## src/rtl/sleep_pkg.sv

```systemverilog
package sleep_pkg;

  // Sequencer state
  typedef enum logic [1:0] {
    ST_RUN  = 2'd0,
    ST_PARK = 2'd1,
    ST_WAKE = 2'd2,
    ST_DEAD = 2'd3
  } sleep_st_e;

  // Outcome of the sleep strobes in the current cycle
  typedef enum logic [2:0] {
    OC_NONE     = 3'd0,
    OC_PARK_IRQ = 3'd1,
    OC_PARK_ANY = 3'd2,
    OC_SKIP     = 3'd3,
    OC_DEAD     = 3'd4
  } sleep_oc_e;

endpackage

```

## src/rtl/sleep_outcome.sv

```systemverilog
module sleep_outcome
  import sleep_pkg::*;
(
  input  logic      running,
  input  logic      halt_op,
  input  logic      stop_op,
  input  logic      ime,
  input  logic      irq_match,
  output sleep_oc_e outcome
);

  always_comb begin
    outcome = OC_NONE;
    if (running) begin
      if (stop_op) begin
        outcome = OC_DEAD;
      end else if (halt_op) begin
        if (ime)            outcome = OC_PARK_IRQ;
        else if (irq_match) outcome = OC_SKIP;
        else                outcome = OC_PARK_ANY;
      end
    end
  end

endmodule

```

## src/rtl/sleep_fsm.sv

```systemverilog
module sleep_fsm
  import sleep_pkg::*;
#(
  parameter int WAKE_CYCLES = 1
) (
  input  logic      clk,
  input  logic      rst,
  input  sleep_oc_e outcome,
  input  logic      irq_match,
  input  logic      irq_any,
  output sleep_st_e st_q,
  output logic      wait_match_q,
  output logic      cpu_run_q,
  output logic      periph_run_q,
  output logic      resume_q,
  output logic      resume_dispatch_q
);

  localparam int CW = (WAKE_CYCLES > 1) ? $clog2(WAKE_CYCLES + 1) : 1;

  sleep_st_e st_d;
  logic      wait_match_d;
  logic      wake_hit;
  logic      wake_done;
  logic      leaving;

  assign wake_hit = wait_match_q ? irq_match : irq_any;

  generate
    if (WAKE_CYCLES <= 1) begin : g_nocnt
      assign wake_done = 1'b1;
    end else begin : g_cnt
      logic [CW-1:0] cnt_q;
      always_ff @(posedge clk) begin
        if (rst) begin
          cnt_q <= '0;
        end else if (st_q == ST_PARK) begin
          cnt_q <= CW'(WAKE_CYCLES - 1);
        end else if (st_q == ST_WAKE && cnt_q != '0) begin
          cnt_q <= cnt_q - 1'b1;
        end
      end
      assign wake_done = (cnt_q == '0);
    end
  endgenerate

  always_comb begin
    st_d         = st_q;
    wait_match_d = wait_match_q;
    unique case (st_q)
      ST_RUN: begin
        unique case (outcome)
          OC_DEAD:     st_d = ST_DEAD;
          OC_PARK_IRQ: begin st_d = ST_PARK; wait_match_d = 1'b1; end
          OC_PARK_ANY: begin st_d = ST_PARK; wait_match_d = 1'b0; end
          default:     st_d = ST_RUN;
        endcase
      end
      ST_PARK: if (wake_hit)  st_d = ST_WAKE;
      ST_WAKE: if (wake_done) st_d = ST_RUN;
      default: st_d = ST_DEAD;
    endcase
  end

  assign leaving = (st_q == ST_WAKE) && (st_d == ST_RUN);

  always_ff @(posedge clk) begin
    if (rst) begin
      st_q              <= ST_RUN;
      wait_match_q      <= 1'b0;
      cpu_run_q         <= 1'b1;
      periph_run_q      <= 1'b1;
      resume_q          <= 1'b0;
      resume_dispatch_q <= 1'b0;
    end else begin
      st_q              <= st_d;
      wait_match_q      <= wait_match_d;
      cpu_run_q         <= (st_d == ST_RUN);
      periph_run_q      <= (st_d != ST_DEAD);
      resume_q          <= leaving;
      resume_dispatch_q <= leaving && wait_match_q;
    end
  end

endmodule

```

## src/rtl/pc_skip_flag.sv

```systemverilog
module pc_skip_flag (
  input  logic clk,
  input  logic rst,
  input  logic arm,
  input  logic fetch,
  output logic hold_q
);

  always_ff @(posedge clk) begin
    if (rst)        hold_q <= 1'b0;
    else if (arm)   hold_q <= 1'b1;
    else if (fetch) hold_q <= 1'b0;
  end

endmodule

```

## src/rtl/cpu_sleep_ctrl.sv

```systemverilog
module cpu_sleep_ctrl
  import sleep_pkg::*;
#(
  parameter int WAKE_CYCLES = 1
) (
  input  logic clk,
  input  logic rst,
  input  logic halt_op,
  input  logic stop_op,
  input  logic ime,
  input  logic irq_match,
  input  logic irq_any,
  input  logic fetch,
  output logic cpu_run,
  output logic periph_run,
  output logic pc_hold,
  output logic resume,
  output logic resume_dispatch
);

  sleep_oc_e outcome;
  sleep_st_e seq_st;
  logic      seq_wait_match;

  sleep_outcome u_outcome (
    .running   (cpu_run),
    .halt_op   (halt_op),
    .stop_op   (stop_op),
    .ime       (ime),
    .irq_match (irq_match),
    .outcome   (outcome)
  );

  sleep_fsm #(.WAKE_CYCLES(WAKE_CYCLES)) u_fsm (
    .clk               (clk),
    .rst               (rst),
    .outcome           (outcome),
    .irq_match         (irq_match),
    .irq_any           (irq_any),
    .st_q              (seq_st),
    .wait_match_q      (seq_wait_match),
    .cpu_run_q         (cpu_run),
    .periph_run_q      (periph_run),
    .resume_q          (resume),
    .resume_dispatch_q (resume_dispatch)
  );

  pc_skip_flag u_skip (
    .clk    (clk),
    .rst    (rst),
    .arm    (outcome == OC_SKIP),
    .fetch  (fetch),
    .hold_q (pc_hold)
  );

endmodule

```

## config.mk

```make
export PLATFORM = sky130hd
export DESIGN_NAME = cpu_sleep_ctrl
export DESIGN_NICKNAME = d
export VERILOG_FILES = /design/src/rtl/sleep_pkg.sv /design/src/rtl/sleep_outcome.sv /design/src/rtl/sleep_fsm.sv /design/src/rtl/pc_skip_flag.sv /design/src/rtl/cpu_sleep_ctrl.sv
export SDC_FILE = /design/constraint.sdc
export NUM_CORES = 1
export LEC_CHECK = 0
export ABC_AREA = 1
export BUFFER_PORTS_ARGS = -buffer_cell sky130_fd_sc_hd__buf_2
export CORE_AREA = 2 2 39 41
export DETAILED_ROUTE_END_ITERATION = 6
export DIE_AREA = 0 0 41 43
export PLACE_DENSITY = 0.46
export SLEW_MARGIN = 10
export SYNTH_ARGS = -nofsm -noshare
export SYNTH_HDL_FRONTEND = slang
export SYNTH_SLANG_ARGS = --single-unit
```

## constraint.sdc

```tcl
create_clock -name clk -period 0.89 [get_ports clk]
set_clock_uncertainty 0.05 [all_clocks]
set_input_delay 0.178 -clock clk [delete_from_list [all_inputs] [get_ports clk]]
set_output_delay 0.178 -clock clk [all_outputs]
set_load 0.005 [all_outputs]
```

Yosys cells after proc, flatten, opt, wreduce, memory -nomap -nowiden --
Cells that the tools add are included.
Storage, ports and cells: register bits 8, input bits 8
Cells by class: eq/ne operators 7, mux-type cells 12, reductions and logical operators 8
Operators by type and width (number):
- $mux 3 | 4
- $eq 3x2->1 const B | 2
- $pmux 2 s3 | 1
- $logic_not 2->1 | 2
- $mux 1 | 4
- $pmux 2 s2 | 1
- $reduce_bool 2->1 | 2
- $eq 3x1->1 const B | 1
- $eq 3x3->1 const B | 1
- $eq 2x1->1 const B | 1
- $eq 2x2->1 const B | 1
- $logic_and 1x1->1 | 2
- $mux 2 | 1
- $ne 2x2->1 const B | 1
- $pmux 1 s2 | 1
- $reduce_and 2->1 | 1
- $reduce_or 2->1 | 1

Longest topological paths before layout --
Gate-level depths: netlist of run 1.
depth in word-level cells 12, depth in mapped cells 8

Cells and area by module --
Synthesis of run 1 repeated with hierarchy kept, for this count alone.
Second synthesis, totals: cells, all modules 60, area, all modules 405.4 um^2
Modules (own cells, without submodules):
- sleep_fsm | instances 1, cells each 46, area each 322.8 um^2, seq. area each 140.1 um^2
- pc_skip_flag | instances 1, cells each 5, area each 40.0 um^2, seq. area each 20.0 um^2
- sleep_outcome | instances 1, cells each 7, area each 32.5 um^2, seq. area each 0.0 um^2
- cpu_sleep_ctrl | instances 1, cells each 2, area each 10.0 um^2, seq. area each 0.0 um^2

Least setup slack after synthesis of run 1 --
OpenSTA, ideal clock, no wires.
path type flip-flop to flip-flop, start register u_fsm.cpu_run_q, end register u_fsm.cpu_run_q, setup time 0.114 ns, arrival 0.771 ns, data required time 0.726 ns, setup slack -0.045 ns, cell stages (with the launch flop) 6, clock period less this slack 0.935 ns, path through dfxtp_1 > nand2_1 > nor2_2 > nand3_1 > nand4_1 > nand2_1
On the way: cells in the longest elaborated chain, start to end 6, elaborated cells between the ends (all ways) 8
RTL lines:
- start, declared | RTL line sleep_fsm.sv:13 | output logic cpu_run_q,
- start signal, assigned | RTL line sleep_fsm.sv:78 | cpu_run_q <= (st_d == ST_RUN);
- $mux 3 (*) | RTL line sleep_outcome.sv:14 | if (running) begin
- $eq 3x1->1 / $eq 3x2->1 (equally long branches) | RTL line sleep_fsm.sv:52 | unique case (outcome)
- $reduce_or 2->1 (no source line)
- $pmux 2 s2 (*) | RTL line sleep_fsm.sv:52
- $pmux 2 s3 (*) | RTL line sleep_fsm.sv:50 | unique case (st_q)
- $logic_not 2->1 (*) | RTL line sleep_fsm.sv:78
Every way passes the cells marked *; elsewhere a longest branch is shown, timed or not. A chain may end at the register's enable or synchronous reset.

Worst setup path in the final report of run 1 --
start register u_fsm.st_q[1], end register u_fsm.st_q[0]
On the way: cells in the longest elaborated chain, start to end 2, elaborated cells between the ends (all ways) 4
RTL lines:
- start, declared | RTL line sleep_fsm.sv:11 | output sleep_st_e st_q,
- start signal, assigned | RTL line sleep_fsm.sv:76 | st_q <= st_d;
- $eq 2x2->1, or another cell as far along | RTL line sleep_fsm.sv:50
- $pmux 2 s3 (*) | RTL line sleep_fsm.sv:50
Marked as above.

==> results of run 1 <==
## final cells by class
class / instances / area, sq um / area share, %
inverter: 9 / 33.78 / 6.136
sequential: 8 / 172.7 / 31.36
timing repair buffer: 17 / 113.9 / 20.68
multi-input combinational: 29 / 187.7 / 34.09
clock buffer: 3 / 22.52 / 4.091
tap: 16 / 20.02 / 3.636
## cells by family after synthesis
family,after synthesis
compound gates,3
flops,8
buf+inv,9
simple gates,26
## worst max-delay path, cell delays in order (launching register included)
cell	delay, ns
dfxtp_4	0.37
buf_6	0.12
nand2_2	0.05
nand2_2	0.06
inv_2	0.06
nand3_2	0.05
nand2_1	0.06
inv_1	0.04
## synthesized netlist by cell type (all sizes together)
| cell type | count | share of area (%) |
|---|---|---|
| nor4 | 1 | 1.8 |
| a21oi | 3 | 4.4 |
| nand3 | 5 | 10 |
| dfxtp | 8 | 47 |
| nand4 | 1 | 1.8 |
| nand2 | 15 | 17 |
| inv | 9 | 10 |
| nor3 | 1 | 1.5 |
| nor2 | 3 | 5.5 |
## per-layer routing
layer / global-route usage, % / part of all wire [%] / up-vias
li1: - / - / 183
met1: 14.94 / 48 / 146
met2: 12.50 / 43 / 11
met3: 4.712 / 7.1 / 2
met4: 6.000 / 1.2 / 0
met5: 0 / 0 / -
## power by group
| group | internal, uW | total, uW | switching, uW | leakage (uW) |
|---|---|---|---|---|
| Sequential | 414 | 460 | 45.9 | 0.0000681 |
| Combinational | 165 | 323 | 157 | 0.000181 |
| Clock | 154 | 270 | 117 | 0.0000138 |
## flip-flops by register name, summed over array words and instances, names as in the netlist
register                 flops
u_fsm.resume_dispatch_q      1
u_fsm.cpu_run_q              1
u_fsm.wait_match_q           1
u_fsm.resume_q               1
u_fsm.st_q                   2
u_fsm.periph_run_q           1
u_skip.hold_q                1
## how the worst min path moves through the flow
stage | from | end | cells past startpoint
2_1_floorplan | rst | u_fsm.st_q[1] | 1
3_3_place_gp | fetch | u_skip.hold_q | 4
3_5_place_dp | rst | u_fsm.st_q[1] | 2
4_1_cts | rst | u_fsm.st_q[1] | 2
5_1_grt | rst | u_skip.hold_q | 2
6_report | fetch | u_skip.hold_q | 4
## per-stage QoR
stage | worst slack [ns] | TNS [ns] | instance area (sq um) | power, uW
after floorplan | -0.01395 | -0.02643 | 352.8 | 605.5
after global placement | -0.06300 | -0.1559 | 440.4 | 688.3
after detailed placement | -0.06296 | -0.1802 | 440.4 | 688.1
after CTS | -0.08164 | -0.3074 | 498.0 | 1022
after global routing | -0.1411 | -0.7152 | 550.5 | 1142
final | -0.06811 | -0.2466 | 550.5 | 1053
## timing repair
| item | in CTS | in global routing |
|---|---|---|
| gates resized for setup | 4 | 13 |
| pin swaps | 8 | 5 |
| cloned | 0 | 0 |
| setup endpoints to repair | 8 | 12 |
| setup buffers | 3 | 1 |
| hold buffers | 0 | 0 |
==> flow_metrics.tcl, run 1 <==
set metrics [dict create \
    timing.final.ws_setup_ns -0.06811 \
    setup_viol 8 \
    synthCells 46 \
    synth-xor-area-share_pct 0 \
    grt_max_degree 7 \
    totalWireLength_um 751 \
    cp-endpoint "u_fsm.st_q[0]" \
    holdWs_ns 0.1289 \
    final_cells 82 \
    h-tree-depth 1 \
    critPathLaunch "u_fsm.st_q[1]" \
    final_nets 76 \
    synth_compound_area_share_pct 4.428 \
    cts_buffers 3 \
    cap_violations 0 \
    synth_fp_nets 54 \
    ant_nets 0 \
    total_leakage_power_uw 0.0002629 \
    post-route-util_pct 39.78 \
    clock_sinks 8 \
    firstDrtPassIters 2 \
    synth_area_sq_um 339.1 \
    dieWidth_um 41 \
    n_fill_cell 143 \
    reg2reg_to "u_fsm.st_q[0]" \
    synth-seq-cells 8 \
    finalWeightedCongestion 0.7412 \
    grt_pass1_vias 300 \
    yosysUniqueCellTypes 12 \
    synthSimpleGateAreaFrac_pct 38.38 \
    outcome "complete, but fails checks" \
    routed_via_density 4.171 \
    final_cell_mix "nand2_1, buf_2, inv_1" \
    io_pins 13 \
    gr-usage-all-layers_pct 10.47 \
    yosysSeqAreaShare_pct 47.23 \
    end_kind "flop" \
    place_inst 75 \
    peakVddDrop_mv 0.8600 \
    critical_path_class "reg2reg" \
    violations "negative setup slack" \
    core_sq_um 1384 \
    gr-total-overflow 0 \
    relSlewSlack_pct 87.65 \
    root_buffer "clkbuf_4" \
    finalHoldViolCount 0 \
    antenna_found_initial 0 \
    clkTransAtPathRegs_ns 0.06 \
    drt-initial-drc-count 2 \
    fin_crit_sh_pct 107.7 \
    tightest_slew_ns 0.1837 \
    layout-drive-gt1-share_pct 63.64 \
    fin_crit_ns 0.9581 \
    std_cell_rows 14 \
    start_kind "flop" \
    cp.arrival_ns 1.06 \
    hold_class "in2reg" \
    dp.final_hpwl_um 543.2 \
    max_freq_mhz 1044 \
    drcViolationCount 0 \
    powerDensity_nw_per_um2 1912 \
    slew_violations 0 \
    vias 342 \
    synth_top_family_by_area "simple AND/OR/NAND/NOR gates" \
    synthMuxAreaShare_pct 0 \
    cts_tree "yes" \
    clkLatencyLatePin_ns 0.25 \
    synth_area_per_cell_sq_um 7.371 \
    post_drt_wl_per_cell_um 9.159 \
    layout_commonest_cell "nand2_1" \
    diodes 0 \
    synth_warnings 0 \
    syn_to_final_growth_pct 62.36 \
    cts_buffer_depth 2 \
    start_util_pct 24.50 \
    r2r_cells 7 \
    rr_startpoint "u_fsm.st_q[1]" \
    r2r_setup_slack_ns -0.07 \
    grt_pass1_wl_um 1200 \
    rsz0062_at_grt "true" \
    numPortBuffers 12 \
    dieHeight_um 43 \
    synthAdderAreaFrac_pct 0 \
    die_area_sq_um 1763 \
    path_max_fanout 3 \
    cp.required_ns 0.99 \
]
Power figures use the tool's default switching activity.
==> inputs of run 2 (changes only) <==
- REMOVE_ABC_BUFFERS: unset -> 1
==> flow_metrics.tcl, run 2 (synthesis results as in run 1) <==
set metrics [dict create \
    post-route-util_pct 38.43 \
    clock_sinks 8 \
    largest-register "u_fsm.st_q" \
    finalWeightedCongestion 0.7576 \
    cp.arrival_ns 1.04 \
    grt_max_degree 7 \
    diodes 0 \
    timing.final.ws_setup_ns -0.05884 \
    n_fill_cell 149 \
    grt_pass1_vias 302 \
    grt_pass1_wl_um 1076 \
    slew_violations 0 \
    crit_chain "nor2_4 -> nand3_2 -> nand4_1 -> nand2_1" \
    violations "negative setup slack" \
    cap_violations 0 \
    crit_slowest_cell "dfxtp_4" \
    holdWs_ns 0.1195 \
    drt-initial-drc-count 4 \
    io_pins 13 \
    clkLatencyLatePin_ns 0.25 \
    start_util_pct 24.50 \
    tightest_slew_ns 0.2018 \
    outcome "complete, but fails checks" \
    multi_input_area_sq_um 181.4 \
    antenna_found_initial 0 \
    end_kind "flop" \
    place_ws_ns -0.1170 \
    rsz0062_at_grt "true" \
    syn_to_final_growth_pct 56.83 \
    post_drt_wl_per_cell_um 9.134 \
    critical_path_class "reg2reg" \
    dieHeight_um 43 \
    std_cell_rows 14 \
    h-tree-depth 1 \
    largest_reg_flops 2 \
    setup_viol 7 \
    finalHoldViolCount 0 \
    rr_startpoint "u_fsm.st_q[1]" \
    ant_nets 0 \
    max_freq_mhz 1054 \
    hold_depth 2 \
    dp.final_hpwl_um 551.3 \
    start_kind "flop" \
    total_leakage_power_uw 0.0002604 \
    powerDensity_nw_per_um2 1936 \
    setup-tns-final_ns -0.1870 \
    core_sq_um 1384 \
    gr-usage-all-layers_pct 9.859 \
    vias 345 \
    hold_class "in2reg" \
    gr-total-overflow 0 \
    relSlewSlack_pct 86.42 \
    clkTransAtPathRegs_ns 0.05 \
    final_nets 76 \
    critPathLaunch "u_fsm.st_q[1]" \
    path_max_fanout 4 \
    final_cell_mix "nand2_1, buf_2, inv_1" \
    dieWidth_um 41 \
    cts_tree "yes" \
    fin_crit_sh_pct 106.6 \
    root_buffer "clkbuf_4" \
    cts_buffers 3 \
    cp.required_ns 0.98 \
    layout-drive-gt1-share_pct 59.09 \
    hold_start "rst" \
    seq_area_sq_um 170.2 \
    total_power_uw 1030 \
    totalWireLength_um 749 \
    routed_via_density 4.207 \
    die_area_sq_um 1763 \
    reg2reg_to "u_fsm.cpu_run_q" \
    r2r_cells 4 \
    firstDrtPassIters 2 \
    cts_buffer_depth 2 \
    fin_crit_ns 0.9488 \
    numPortBuffers 12 \
    drcViolationCount 0 \
    peakVddDrop_mv 0.6301 \
    holdPathEnd "u_fsm.wait_match_q" \
    slowest_delay_ns 0.36 \
    r2r_setup_slack_ns -0.06 \
]
[run 2: cell counts in the layout (fill, tap and decap cells not counted)]
No cell type changed its count.
[run 2: routing by layer]
metal	track usage (%)	routed length, um
met3	4.712	47
met2	13.75	348
met1	9.709	337
met5	0	0
met4	10.00	16
[run 2: worst max path at each step]
stage,end,slack (ns),cells after the start
after detailed placement,u_fsm.cpu_run_q,-0.12,4
after global routing,u_fsm.cpu_run_q,-0.10,6
after floorplan,u_fsm.cpu_run_q,-0.04,5
final,u_fsm.cpu_run_q,-0.06,4
after global placement,u_fsm.cpu_run_q,-0.14,4
after CTS,u_fsm.cpu_run_q,-0.06,6
[run 2: worst max-delay path, delay by kind of cell, from the launching register on]
family           cells  cell delay [ns]
AND/OR/NAND/NOR      4             0.42
flip-flops           1             0.36
[run 2: per-stage QoR]
step / instance area (sq um) / std cells
finish: 531.8 / 82
global route: 531.8 / 82
CTS: 499.2 / 81
detailed placement: 449.2 / 78
global placement: 449.2 / 78
floorplan: 339.1 / 46
[run 2: area by class of cell]
class | count | area share, %
Tap cell | 16 | 3.765
Clock buffer | 3 | 4.235
Multi-Input combinational cell | 29 | 34.12
Sequential cell | 8 | 32.00
Inverter | 9 | 6.353
Timing Repair Buffer | 17 | 19.53
[run 2: what timing repair did]
| item | CTS | global route |
|---|---|---|
| pin swaps | 4 | 4 |
| gates resized for setup | 8 | 8 |
| hold buffers | 0 | 0 |
| setup endpoints to repair | 10 | 11 |
| buffers inserted | 0 | 1 |
[run 2: where the power goes]
part           total [uW]  leakage [uW]  switching [uW]  internal (uW)
combinational         296      0.000180             146            149
clock                 277     0.0000138             122            154
sequential            457     0.0000671            44.3            413
==> inputs of run 3 (changes only) <==
- BUFFER_PORTS_ARGS: -buffer_cell sky130_fd_sc_hd__buf_2 -> unset
- DONT_BUFFER_PORTS: unset -> 1
- PLACE_DENSITY: 0.46 -> 0.37
==> flow_metrics.tcl, run 3 (synthesis results as in run 1) <==
set metrics [dict create \
    outcome "complete, but fails checks" \
    violations "negative setup slack" \
    holdWs_ns 0.02044 \
    root_buffer "clkbuf_4" \
    grt_max_degree 7 \
    critPathLaunch "rst" \
    cts_tree "yes" \
    start_kind "input pin" \
    relSlewSlack_pct 82.94 \
    setup-tns-final_ns -0.4257 \
    final_cell_mix "nand2_1, inv_1, nand3_2, dfxtp_1, buf_4" \
    crit_slowest_cell "dlygate4sd3_1" \
    powerDensity_nw_per_um2 2081 \
    antenna_found_initial 0 \
    post_drt_wl_per_cell_um 10.85 \
    drt-initial-drc-count 5 \
    critPathBufInv 1 \
    place_ws_ns -0.07792 \
    max_freq_mhz 1016 \
    peakVddDrop_mv 0.7202 \
    cp.required_ns 1.01 \
    syn_to_final_growth_pct 45.02 \
    fin_crit_ns 0.9841 \
    total_leakage_power_uw 0.0002175 \
    std_cell_rows 14 \
    end_kind "flop" \
    finalWeightedCongestion 0.7330 \
    routed_via_density 4.444 \
    totalWireLength_um 781 \
    slew_violations 0 \
    firstDrtPassIters 4 \
    rr_startpoint "u_fsm.st_q[1]" \
    ant_nets 0 \
    setup_viol 8 \
    timing.final.ws_setup_ns -0.09413 \
    cts_buffer_depth 2 \
    hold_class "in2reg" \
    clkTransAtPathRegs_ns 0.05 \
    final_nets 66 \
    crit_chain "dlygate4sd3_1 -> nor4_2" \
    start_util_pct 24.50 \
    p_int_uw 710.3 \
    power.switching_uw 313.0 \
    io_pins 13 \
    rsz0062_at_grt "true" \
    swShare_pct 30.59 \
    cap_violations 0 \
    fin_crit_sh_pct 110.6 \
    tightest_slew_ns 0.2551 \
    gr-usage-all-layers_pct 10.87 \
    largest_reg_flops 2 \
    drcViolationCount 0 \
    p_clk_share_pct 26.9 \
    drt-met1-wl_um 297 \
    gr-total-overflow 0 \
    dieWidth_um 41 \
    cts_buffers 3 \
    hold_start "irq_match" \
    path_max_fanout 5 \
    clkLatencyLatePin_ns 0.25 \
    die_area_sq_um 1763 \
    layout-drive-gt1-share_pct 46.43 \
    highest_layer "met4" \
    h-tree-depth 1 \
    core_sq_um 1384 \
    dp.final_hpwl_um 518.1 \
    total_power_uw 1023 \
    grt_pass1_vias 306 \
    diodes 0 \
    numPortBuffers 0 \
    wl_met2_um 396 \
    p_seq_share_pct 45.2 \
    n_fill_cell 152 \
    largest-register "u_fsm.st_q" \
    wl_met3_um 71 \
    critical_path_class "in2reg" \
    dieHeight_um 43 \
    clock_sinks 8 \
    slowest_delay_ns 0.64 \
    pwr-share-comb_pct 27.9 \
    grt_pass1_wl_um 1138 \
    vias 320 \
    cp_top_family "buffers and inverters" \
    cp.arrival_ns 1.10 \
    r2r_setup_slack_ns -0.08 \
    layout_commonest_cell "nand2_1" \
    finalHoldViolCount 0 \
]
## run 3: worst paths after layout
kind | to | cells past startpoint
worst min-delay path | u_skip.hold_q | 2
worst max-delay path | u_fsm.resume_dispatch_q | 2
worst min register to register | u_skip.hold_q | 2
worst max register to register | u_fsm.cpu_run_q | 6
## run 3: area by class of cell
cell class	count	area (sq um)	share of cell area, %
well taps	16	20.02	4.071
repair buffers	7	61.31	12.47
multi-input cells	29	185.2	37.66
clock buffers	3	22.52	4.580
inverters	9	33.78	6.870
flip-flops and latches	8	168.9	34.35
## run 3: worst register-to-register path, stage by stage, from the launching register on
cell	delay, ns
dfxtp_4	0.36
nor2_4	0.14
nand2_2	0.06
nand2_2	0.08
inv_2	0.05
nand4_1	0.07
nand2_1	0.05
## run 3: stage by stage
stage	area (sq um)	utilization (%)	instances
2_1_floorplan	339.1	-	46
3_3_place_gp	381.6	27.58	65
3_5_place_dp	381.6	27.58	65
4_1_cts	454.2	32.82	70
5_1_grt	491.7	35.53	72
6_report	491.7	35.53	72
## run 3: power by group through the flow
stage          registers, uW  clock network [uW]  logic, uW
2_1_floorplan            446                   0        137
3_3_place_gp             448                   0        199
3_5_place_dp             448                   0        194
4_1_cts                  454                 297        237
5_1_grt                  465                 321        318
6_report                 463                 275        286
## run 3: metal layers
layer | global-route usage, % | up-vias
met3 | 7.330 | 2
li1 | - | 165
met1 | 9.385 | 141
met2 | 15.63 | 12
met4 | 10.00 | 0
met5 | 0 | -
## run 3: repair_timing
item / 4_1_cts / 5_1_grt
hold buffers: 1 / 1
pin swaps: 1 / 6
setup buffers: 1 / 1
endpoints found under the hold margin: 7 / 5
gates resized for setup: 9 / 6
endpoints found under the setup margin: 7 / 7
